## src/rtl/kcfg_pkg.sv

```systemverilog
package kcfg_pkg;
  localparam int REG_W = 8;
  localparam logic [7:0] KEY_OPEN  = 8'h87;
  localparam logic [7:0] KEY_CLOSE = 8'hAA;
  localparam logic [7:0] IDX_LDN   = 8'h07;
  localparam logic [7:0] LDN_GPIO  = 8'h06;
  localparam logic [7:0] IDX_DEVH  = 8'h20;
  localparam logic [7:0] IDX_DEVL  = 8'h21;
  localparam logic [7:0] IDX_REV   = 8'h22;
  localparam logic [7:0] IDX_MANH  = 8'h23;
  localparam logic [7:0] IDX_MANL  = 8'h24;
  localparam logic [7:0] RD_LOCKED = 8'hFF;

  typedef enum logic [1:0] {
    ST_LOCKED = 2'd0,
    ST_HALF   = 2'd1,
    ST_OPEN   = 2'd2
  } lock_st_e;
endpackage

```

## src/rtl/kcfg_unlock.sv

```systemverilog
module kcfg_unlock
  import kcfg_pkg::*;
(
  input  logic             clk,
  input  logic             rst,
  input  logic             idx_wr,
  input  logic [REG_W-1:0] wdata,
  output logic             open
);
  lock_st_e st_q;

  always_ff @(posedge clk) begin
    if (rst) begin
      st_q <= ST_LOCKED;
    end else if (idx_wr) begin
      if (wdata == KEY_CLOSE)
        st_q <= ST_LOCKED;
      else if (wdata == KEY_OPEN)
        st_q <= (st_q == ST_LOCKED) ? ST_HALF : ST_OPEN;
      else if (st_q != ST_OPEN)
        st_q <= ST_LOCKED;
    end
  end

  assign open = (st_q == ST_OPEN);
endmodule

```

## src/rtl/kcfg_gpio_bank.sv

```systemverilog
module kcfg_gpio_bank
  import kcfg_pkg::*;
(
  input  logic             clk,
  input  logic             rst,
  input  logic             wr,
  input  logic [1:0]       off,
  input  logic [REG_W-1:0] wdata,
  input  logic [REG_W-1:0] pad_in,
  output logic [REG_W-1:0] rdata,
  output logic [REG_W-1:0] pad_out,
  output logic [REG_W-1:0] pad_oe,
  output logic [REG_W-1:0] dir_o,
  output logic [REG_W-1:0] mode_o
);
  logic [REG_W-1:0] dir_q, out_q, mode_q, sync1_q, sync2_q;

  always_ff @(posedge clk) begin
    if (rst) begin
      dir_q   <= '0;
      out_q   <= '0;
      mode_q  <= '0;
      sync1_q <= '0;
      sync2_q <= '0;
    end else begin
      sync1_q <= pad_in;
      sync2_q <= sync1_q;
      if (wr) begin
        case (off)
          2'd0:    dir_q  <= wdata;
          2'd1:    out_q  <= wdata;
          2'd3:    mode_q <= wdata;
          default: ;
        endcase
      end
    end
  end

  always_comb begin
    case (off)
      2'd0:    rdata = dir_q;
      2'd1:    rdata = out_q;
      2'd2:    rdata = sync2_q;
      default: rdata = mode_q;
    endcase
  end

  // push-pull: enable follows direction; open-drain: sink only on a 0
  assign pad_oe  = dir_q & (mode_q | ~out_q);
  assign pad_out = out_q & mode_q;
  assign dir_o   = dir_q;
  assign mode_o  = mode_q;
endmodule

```

## src/rtl/kcfg_port.sv

```systemverilog
module kcfg_port
  import kcfg_pkg::*;
#(
  parameter int          NUM_BANKS = 4,
  parameter logic [15:0] DEV_ID    = 16'h7A31,
  parameter logic [7:0]  REV       = 8'h05,
  parameter logic [15:0] MAN_ID    = 16'h1934
) (
  input  logic                   clk,
  input  logic                   rst,
  input  logic                   io_wr,
  input  logic                   io_rd,
  input  logic                   io_addr,
  input  logic [7:0]             io_wdata,
  output logic [7:0]             io_rdata,
  input  logic [NUM_BANKS*8-1:0] pad_in,
  output logic [NUM_BANKS*8-1:0] pad_out,
  output logic [NUM_BANKS*8-1:0] pad_oe
);
  localparam int NPINS = NUM_BANKS * REG_W;

  logic             cfg_open;
  logic [REG_W-1:0] idx_q, ldn_q, rd_val;
  logic             data_wr, gpio_sel;
  logic [NUM_BANKS-1:0] hit;
  logic [REG_W-1:0] bank_rd [NUM_BANKS];
  logic [NPINS-1:0] dir_vec, mode_vec;

  kcfg_unlock u_unlock (
    .clk    (clk),
    .rst    (rst),
    .idx_wr (io_wr && !io_addr),
    .wdata  (io_wdata),
    .open   (cfg_open)
  );

  assign data_wr  = io_wr && io_addr && cfg_open;
  assign gpio_sel = (ldn_q == LDN_GPIO);

  always_ff @(posedge clk) begin
    if (rst) begin
      idx_q <= '0;
      ldn_q <= '0;
    end else begin
      if (io_wr && !io_addr && cfg_open)
        idx_q <= io_wdata;
      if (data_wr && idx_q == IDX_LDN)
        ldn_q <= io_wdata;
    end
  end

  for (genvar b = 0; b < NUM_BANKS; b++) begin : g_bank
    localparam logic [3:0] HI = 4'(15 - b);
    assign hit[b] = gpio_sel && (idx_q[7:4] == HI) && (idx_q[3:2] == 2'b00);

    kcfg_gpio_bank u_bank (
      .clk     (clk),
      .rst     (rst),
      .wr      (data_wr && hit[b]),
      .off     (idx_q[1:0]),
      .wdata   (io_wdata),
      .pad_in  (pad_in[b*REG_W +: REG_W]),
      .rdata   (bank_rd[b]),
      .pad_out (pad_out[b*REG_W +: REG_W]),
      .pad_oe  (pad_oe[b*REG_W +: REG_W]),
      .dir_o   (dir_vec[b*REG_W +: REG_W]),
      .mode_o  (mode_vec[b*REG_W +: REG_W])
    );
  end

  always_comb begin
    rd_val = '0;
    if (!cfg_open) begin
      rd_val = RD_LOCKED;
    end else if (!io_addr) begin
      rd_val = idx_q;
    end else begin
      case (idx_q)
        IDX_LDN:  rd_val = ldn_q;
        IDX_DEVH: rd_val = DEV_ID[15:8];
        IDX_DEVL: rd_val = DEV_ID[7:0];
        IDX_REV:  rd_val = REV;
        IDX_MANH: rd_val = MAN_ID[15:8];
        IDX_MANL: rd_val = MAN_ID[7:0];
        default: begin
          for (int b = 0; b < NUM_BANKS; b++)
            if (hit[b]) rd_val = bank_rd[b];
        end
      endcase
    end
  end

  always_ff @(posedge clk) begin
    if (rst)        io_rdata <= '0;
    else if (io_rd) io_rdata <= rd_val;
  end
endmodule

```

## config.mk

```make
export PLATFORM = sky130hd
export DESIGN_NAME = kcfg_port
export DESIGN_NICKNAME = d
export VERILOG_FILES = /design/src/rtl/kcfg_pkg.sv /design/src/rtl/kcfg_unlock.sv /design/src/rtl/kcfg_gpio_bank.sv /design/src/rtl/kcfg_port.sv
export SDC_FILE = /design/constraint.sdc
export NUM_CORES = 1
export LEC_CHECK = 0
export ABC_CLOCK_PERIOD_IN_PS = 5300
export CAP_MARGIN = 30
export CORE_UTILIZATION = 55
export DETAILED_ROUTE_END_ITERATION = 8
export PLACE_DENSITY = 0.88
export SETUP_SLACK_MARGIN = 0.2
export SLEW_MARGIN = 5
export SYNTH_ARGS = -nofsm -noshare
export SYNTH_HDL_FRONTEND = slang
export SYNTH_SLANG_ARGS = --single-unit
```

## constraint.sdc

```tcl
create_clock -name clk -period 5.3 [get_ports clk]
set_clock_uncertainty 0.1 [all_clocks]
set_input_delay 1.06 -clock clk [delete_from_list [all_inputs] [get_ports clk]]
set_output_delay 1.06 -clock clk [all_outputs]
set_load 0.005 [all_outputs]
```

# ---- After elaboration in Yosys (flattened, before gate mapping)
# Cells that the tools add are included.
dict set report word_totals {
  register_bits 186
  input_bits 45
  out_inout_bits 72
}
dict set report op_classes {
  mux 15
  n_bitwise 16
  n_eq_ne 18
  reduce_logical 35
}
# cell count
set ops {}
lappend ops {{$pmux 8 s3} 4}
lappend ops {{$and 8x8->8} 8}
lappend ops {{$mux 8} 6}
lappend ops {{$pmux 8 s6} 1}
lappend ops {{$eq 8x6->1 const B} 5}
lappend ops {{$not 8->8} 4}
lappend ops {{$or 8x8->8} 4}
lappend ops {{$reduce_and 2->1} 13}
lappend ops {{$logic_and 1x1->1} 17}
lappend ops {{$eq 4x4->1 const B} 4}
lappend ops {{$eq 8x3->1 const B} 2}
lappend ops {{$eq 8x8->1 const B} 2}
lappend ops {{$mux 2} 4}
lappend ops {{$eq 2x2->1 const B} 3}
lappend ops {{$logic_not 2->1} 3}
lappend ops {{$reduce_bool 3->1} 1}
lappend ops {{$eq 2x1->1 const B} 1}
lappend ops {{$ne 2x2->1 const B} 1}
lappend ops {{$logic_not 1->1} 1}

# ---- Logic depth before layout (Yosys ltp)
# Gate-level depths: netlist of the first run.
dict set report depth {
  depth_word 10
  mapped_depth 7
}

# ---- By module
# A second synthesis of the first run with hierarchy kept.
dict set report unflattened {
  cells_unflattened 802
  hier_area_um2 8662.1
}
# mod instances area_each_um2 cells_per_inst
set by_module_without_submodules {}
lappend by_module_without_submodules {kcfg_gpio_bank 4 1773.0 158}
lappend by_module_without_submodules {kcfg_port 1 1423.9 156}
lappend by_module_without_submodules {kcfg_unlock 1 146.4 14}

# ---- Worst setup path before layout of the first run
# No wires, ideal clock.
dict set report synth_timing {
  kind {input to register}
  from {input port io_wr}
  to {register g_bank[3].u_bank.out_q[0]}
  arrival_time_ps 2402
  setup_time_ps 128
  path_stages 6
  n_path_buf 1
  path_slack_ps 2671
  required_time_ps 5072
  path_cell_list {nand4b_1 -> or3b_1 -> buf_2 -> nor4_4 -> mux2i_1 -> nor2_1}
}
dict set report synth_via {
  elab_chain_cells 4
}
# item line
set synth_lines {}
lappend synth_lines {{start: declaration} kcfg_port.sv:11} ;# input logic io_wr,
lappend synth_lines {{$logic_and 1x1->1 (2 in a row)} kcfg_port.sv:37} ;# assign data_wr = io_wr && io_addr && cfg_open;
lappend synth_lines {{$logic_and 1x1->1} kcfg_port.sv:59} ;# .wr (data_wr && hit[b]),
lappend synth_lines {{$reduce_and 2->1 (no source line)} -}
lappend synth_lines {{end signal: assignment} kcfg_gpio_bank.sv:31} ;# 2'd1: out_q <= wdata;
lappend synth_lines {{end: declaration} kcfg_gpio_bank.sv:16} ;# logic [REG_W-1:0] dir_q, out_q, mode_q, sync1_q, sync2_q;
# Every way passes these cells.
# A chain may end at the register's enable or synchronous reset.

# ---- Worst setup path after layout of the first run
dict set report layout_timing {
  from {input port io_addr}
  to {register g_bank[2].u_bank.out_q[2]}
}
dict set report layout_via {
  elab_chain_cells 4
}
# item line
set layout_lines {}
lappend layout_lines {{start: declaration} kcfg_port.sv:13} ;# input logic io_addr,
lappend layout_lines {{$logic_and 1x1->1 (2 in a row)} kcfg_port.sv:37}
lappend layout_lines {{$logic_and 1x1->1} kcfg_port.sv:59}
lappend layout_lines {{$reduce_and 2->1 (no source line)} -}
lappend layout_lines {{end signal: assignment} kcfg_gpio_bank.sv:31}
lappend layout_lines {{end: declaration} kcfg_gpio_bank.sv:16}
# Every way passes these cells.

==> results of run 1 <==
kinds of logic (layout without fill, tap and decap cells):
kind of cell | after synthesis | in the layout | synth area share, %
buffers and inverters | 83 | 188 | 4.14
multiplexers | 160 | 160 | 20.9
AND/OR/NAND/NOR | 305 | 305 | 20.7
flip-flops | 186 | 186 | 45.6
AO/OA/AOI/OAI | 104 | 104 | 8.70
per-layer routing:
layer / up-vias / wire length, µm
met3: 66 / 1810
met1: 3008 / 8680
met5: - / 0
met2: 350 / 9600
li1: 3042 / -
met4: 0 / 705
worst max path at each step:
stage                                endpoint
floorplan           g_bank[3].u_bank.out_q[0]
finish              g_bank[2].u_bank.out_q[2]
global placement    g_bank[3].u_bank.out_q[3]
CTS                 g_bank[3].u_bank.out_q[4]
detailed placement  g_bank[3].u_bank.out_q[5]
global route        g_bank[3].u_bank.out_q[0]
cell usage in the layout (no fill, tap or decap), types with 8 or more instances in the layout:
master,n
a21boi_0,32
a21oi_1,24
a22oi_1,22
and2_1,35
clkbuf_16,17
clkdlybuf4s50_1,115
dfxtp_1,185
inv_1,32
mux2i_1,152
mux4_2,8
nand2_1,21
nor2_1,129
nor2b_1,65
o21ai_0,13
flip-flops by register name, summed over array words and instances, names as in the netlist:
| register | count |
|---|---|
| g_bank.u_bank.out_q | 32 |
| g_bank.u_bank.dir_o | 32 |
| g_bank.u_bank.sync1_q | 32 |
| idx_q | 8 |
| io_rdata | 8 |
| g_bank.u_bank.sync2_q | 32 |
| ldn_q | 8 |
| g_bank.u_bank.mode_o | 32 |
| u_unlock.st_q | 2 |
worst max-delay path, delay by kind of cell:
family	cells	cell delay [ns]
AND/OR/NAND/NOR	4	1.44
buffers and inverters	1	0.58
multiplexers	1	0.30
where the power goes:
group / leakage, nW / total [mW] / internal [mW] / switching, mW
clock network: 0.312 / 1.36 / 0.829 / 0.527
registers: 1.52 / 1.43 / 1.42 / 0.0103
logic: 1.76 / 0.116 / 0.0574 / 0.0582
layout make-up:
class / count / area [µm²] / area share [%]
inverter: 32 / 120 / 1.19
multi-input combinational: 569 / 4100 / 40.6
clock inverter: 9 / 163 / 1.61
clock buffer: 22 / 474 / 4.70
timing repair buffer: 125 / 1270 / 12.6
sequential: 186 / 3730 / 37.0
tap: 184 / 230 / 2.28
stage by stage:
step / util, % / setup WS, ns
5_1_grt: 69.7 / 2.00
4_1_cts: 69.2 / 2.15
2_1_floorplan: - / 2.67
6_report: 69.7 / 2.11
3_3_place_gp: 64.8 / 1.78
3_5_place_dp: 64.8 / 1.72
==> key figures, run 1 <==
CTS
  – Clk root buf: clkbuf_16
  – Clk buf depth: 2
  – Post-cts sizing count: 0
  – Setup Fix Bufs, Post-CTS: 0
  – CTS Hold Buffers Added: 0
  – CTS tree: yes
  – Clock-pin slew on the worst setup and hold paths: 0.06 ns
  – CTS sink count: 186
  – TritonCTS buffer count: 17
  – # H-tree levels: 4
  – Clock latency at the later pin of the worst-skew pair: 0.43 ns

Logic synthesis
  – Post-synth top cells: 186 x dfxtp_1, 152 x mux2i_1, 129 x nor2_1
  – Top cells by area, synth: dfxtp_1 46%, mux2i_1 19%, nor2_1 5.9%, nor2b_1 5.0%, a21boi_0 2.9%
  – Netlist Area Pre-Place: 0.00816 mm²
  – Cell taking the most area after synthesis: dfxtp_1
  – FFs w/ async S/R, synth: 0%
  – Net Count, Synth: 883
  – Seq cells post-synth: 186
  – Main flop type after synthesis: dfxtp_1
  – Syn Area/Cell: 9.74 µm²
  – Cells after Synth: 838
  – Number of flops mapped to enable cells by yosys: 0
  – Yosys cell types: 53
  – Syn. warnings: 0
  – Post-synth top area share: 45.6%
  – Post-synthesis sequential area ratio: 45.6%
  – Most frequent cell after synthesis: dfxtp_1

Drt
  – Vias: 6466
  – Post-route ant nets: 0
  – Final WL: 20800 µm
  – DR pass1 iterations: 8
  – Vias per cell: 5.74
  – Initial DRC Count: 719
  – # DRC: 0
  – Avg WL per Cell: 18.5 µm

STA
  – Minimum clock period after layout: 3.19 ns
  – Slew of the pin with the lowest slew margin: 0.994 ns
  – Unrepaired setup endpoints after global routing: no
  – Fmax: 0.314 GHz
  – Slew HR: 33.3%
  – Final Cycle Share: 60.1%
  – Final setup violation count: 0
  – Max-slew violations: 0
  – Worst hold slack: 0.334 ns
  – Hold Violations, Final: 0
  – Setup TNS: 0 ns

Finish
  – Layout cells sized above 1: 7.74%
  – # diodes: 0
  – Filler instances: 1065
  – Final Non-Filler Cells: 1127
  – Nets: 976
  – Syn-to-layout area delta: 23.6%
  – Design area: 0.0101 mm²

GRT
  – Met1 global-route usage: 37.0%
  – Busiest layer in global routing: met2
  – Initial antenna violation count: 0
  – Pin count of the biggest net entering global routing: 105
  – Met2 usage: 44.0%
  – First-pass GRT wire length: 31700 µm
  – M3 GR Usage: 6.59%
  – GR Util All Layers: 28.0%
  – GRT overflow: 0
  – Via count of the first global-routing pass: 5938

Critical path
  – Crit. End Element: flop
  – Crit Path Category: in2reg
  – Critical R2R Capture: g_bank[0].u_bank.mode_o[3]
  – Critical R2R Launch: idx_q[7]
  – WP data required: 5.50 ns
  – Slowest Stage Delay on Critical Path: 0.61 ns
  – Cell-by-cell trace of the critical path: clkdlybuf4s50_1, nand4b_1, or3b_1, nor3_4, mux2i_1, nor2_1
  – R2R cell count: 5
  – Slowest stage cell, crit path: nor3_4
  – CP arrival: 3.39 ns
  – Critical path peak fanout: 8
  – CP startpoint kind: primary input
  – Reg2reg setup slack: 2.18 ns
  – Crit path from: io_addr

Placement
  – IO buf count: 116
  – Routability cong.: 0.896
  – DP Cell Count: 1092
  – DP Area: 0.00938 mm²
  – Post-DP HPWL: 13600 µm

Die
  – Floorplan die height: 124 µm
  – Initial Util: 56.4%
  – Core box area: 0.0145 mm²
  – Die footprint: 0.0153 mm²
  – I/O pins: 117
  – Placement Rows: 44
  – Die width: 124 µm

Power and ir drop
  – P_leak: 3.59 nW
  – Power per Cell Area: 288 mW/mm²
  – Pwr Total: 2.91 mW
  – Worst vdd ir: 226 µV

Min path
  – Endpoint, Worst Hold: g_bank[3].u_bank.sync2_q[2]
  – HP Class: reg2reg
  – HP Start: g_bank[3].u_bank.sync1_q[2]
  – WHS Path Cells: 1

Status
  – Status: finished clean

Flow run
  – Max-cap violations: 0
Note: power is estimated with default switching activity, not from simulation.
==> run 2, diff against run 1 <==
--- a/config.mk
+++ b/config.mk
@@ -5,7 +5,7 @@
 export SDC_FILE = /design/constraint.sdc
 export NUM_CORES = 1
 export LEC_CHECK = 0
-export ABC_CLOCK_PERIOD_IN_PS = 5300
+export ABC_CLOCK_PERIOD_IN_PS = 3300
 export CAP_MARGIN = 30
 export CORE_UTILIZATION = 55
 export DETAILED_ROUTE_END_ITERATION = 8
==> constraint.sdc (replaced) <==
create_clock -name clk -period 3.3 [get_ports clk]
set_clock_uncertainty 0.1 [all_clocks]
set_input_delay 0.66 -clock clk [delete_from_list [all_inputs] [get_ports clk]]
set_output_delay 0.66 -clock clk [all_outputs]
set_load 0.005 [all_outputs]
==> key figures, run 2 (synthesized netlist as in run 1, its figures left out) <==
CTS
  – Clk root buf: clkbuf_16
  – TritonCTS buffer count: 17
  – Post-cts sizing count: 0
  – Clock latency at the later pin of the worst-skew pair: 0.43 ns
  – Setup Fix Bufs, Post-CTS: 0
  – Clk buf depth: 2
  – CTS tree: yes
  – CTS sink count: 186
  – # H-tree levels: 4
  – CTS Hold Buffers Added: 0
  – Clock-pin slew on the worst setup and hold paths: 0.07 ns

Critical path
  – Cell-by-cell trace of the critical path: clkdlybuf4s50_1, nand4b_1, or3b_1, nor3_4, mux2i_1, nor2_1
  – Levels on crit path: 6
  – Crit Path Category: in2reg
  – Number of buffers and inverters on the critical path: 1
  – Slowest stage cell, crit path: clkdlybuf4s50_1
  – Critical path peak fanout: 8
  – Delay-heaviest family, CP: simple AND/OR/NAND/NOR gates
  – CP arrival: 2.84 ns
  – Crit path from: io_addr
  – Crit. End Element: flop
  – WP data required: 3.51 ns
  – Slowest Stage Delay on Critical Path: 0.59 ns
  – Reg2reg setup slack: 0.74 ns
  – Critical path capture point: g_bank[2].u_bank.out_q[4]
  – R2R cell count: 6
  – Critical R2R Launch: idx_q[2]
  – Critical R2R Capture: g_bank[2].u_bank.out_q[4]
  – CP startpoint kind: primary input

Status
  – Status: finished clean

Drt
  – Final WL: 21300 µm
  – Metal3 WL: 1800 µm
  – Post-route ant nets: 0
  – Wl on met1: 9060 µm
  – Met2 WL: 9670 µm
  – Avg WL per Cell: 18.6 µm
  – # DRC: 0
  – DR pass1 iterations: 6
  – Vias per cell: 5.73
  – Initial DRC Count: 706
  – Max layer used: met4
  – Vias: 6568

Placement
  – IO buf count: 116
  – Routability cong.: 0.967
  – DP Area: 0.00956 mm²
  – Post-DP HPWL: 14600 µm

Finish
  – # diodes: 0
  – Syn-to-layout area delta: 23.9%
  – Design area: 0.0101 mm²
  – Filler instances: 1043
  – Final Util: 69.8%
  – Nets: 995
  – Most frequent cells in the layout: 185 x dfxtp_1, 152 x mux2i_1, 129 x nor2_1
  – Commonest non-fill, non-tap cell in the layout: dfxtp_1
  – Layout cells sized above 1: 9.67%

STA
  – Minimum clock period after layout: 2.63 ns
  – Unrepaired setup endpoints after global routing: no
  – Hold Violations, Final: 0
  – Final Cycle Share: 79.7%
  – Worst hold slack: 0.335 ns
  – Setup TNS: 0 ns
  – Max-slew violations: 0
  – Fmax: 0.380 GHz
  – Final setup violation count: 0
  – Slew HR: 51.2%
  – Slew of the pin with the lowest slew margin: 0.727 ns

Power and ir drop
  – Pwr Total: 4.41 mW
  – P_leak: 3.62 nW
  – Power per Cell Area: 436 mW/mm²
  – Worst vdd ir: 376 µV

Flow run
  – Max-cap violations: 0

GRT
  – GRT overflow: 0
  – Via count of the first global-routing pass: 6207
  – First-pass GRT wire length: 32600 µm
  – GR Util All Layers: 28.8%
  – Initial antenna violation count: 0
  – Pin count of the biggest net entering global routing: 75

Die
  – Initial Util: 56.4%
  – Die footprint: 0.0153 mm²
  – Core box area: 0.0145 mm²
  – Placement Rows: 44
  – Floorplan die height: 124 µm
  – Die width: 124 µm
  – I/O pins: 117

Min path
  – HP Class: reg2reg
-- run 2: cell count changes in the layout (fill, tap and decap cells not counted) --
cell / delta
clkinvlp_4: +4
clkinv_2: -1
buf_2: -1
inv_6: +4
buf_6: -1
clkinv_4: -2
buf_16: -1
buf_4: +23
buf_12: -1
bufinv_16: -4
clkbuf_1: -1
-- run 2: where the power goes --
group	switching, mW	internal [mW]
sequential	0.0156	2.29
combinational	0.0949	0.0976
clock	0.882	1.04
-- run 2: layout make-up --
cell class | instances | area [µm²] | share of cell area (%)
Sequential cell | 186 | 3730 | 36.9
Timing Repair Buffer | 144 | 1380 | 13.7
Inverter | 32 | 120 | 1.19
Clock buffer | 21 | 470 | 4.65
Tap cell | 184 | 230 | 2.28
Multi-Input combinational cell | 569 | 4100 | 40.5
Clock inverter | 10 | 85.1 | 0.841
-- run 2: how the worst min path moves through the flow --
stage                           startpoint                     endpoint  slack [ns]  cells after the start
2_1_floorplan  g_bank[0].u_bank.sync1_q[0]  g_bank[0].u_bank.sync2_q[0]        0.31                      1
3_3_place_gp   g_bank[0].u_bank.sync1_q[1]  g_bank[0].u_bank.sync2_q[1]        0.32                      1
3_5_place_dp   g_bank[3].u_bank.sync1_q[0]  g_bank[3].u_bank.sync2_q[0]        0.32                      1
4_1_cts        g_bank[3].u_bank.sync1_q[0]  g_bank[3].u_bank.sync2_q[0]        0.34                      1
5_1_grt        g_bank[3].u_bank.sync1_q[1]  g_bank[3].u_bank.sync2_q[1]        0.35                      1
6_report       g_bank[2].u_bank.sync1_q[7]  g_bank[2].u_bank.sync2_q[7]        0.33                      1
-- run 2: metrics by stage --
stage | setup WS (ns) | instances
2_1_floorplan | 1.07 | 838
3_3_place_gp | 0.332 | 1115
3_5_place_dp | 0.236 | 1115
4_1_cts | 0.697 | 1146
5_1_grt | 0.536 | 1146
6_report | 0.670 | 1146
-- run 2: routing by layer --
layer  track usage [%]  vias to the layer above
met5                 0                        -
met4              15.1                        0
met3              6.68                       68
met2              44.2                      338
met1              37.7                     3086
li1                  -                     3076
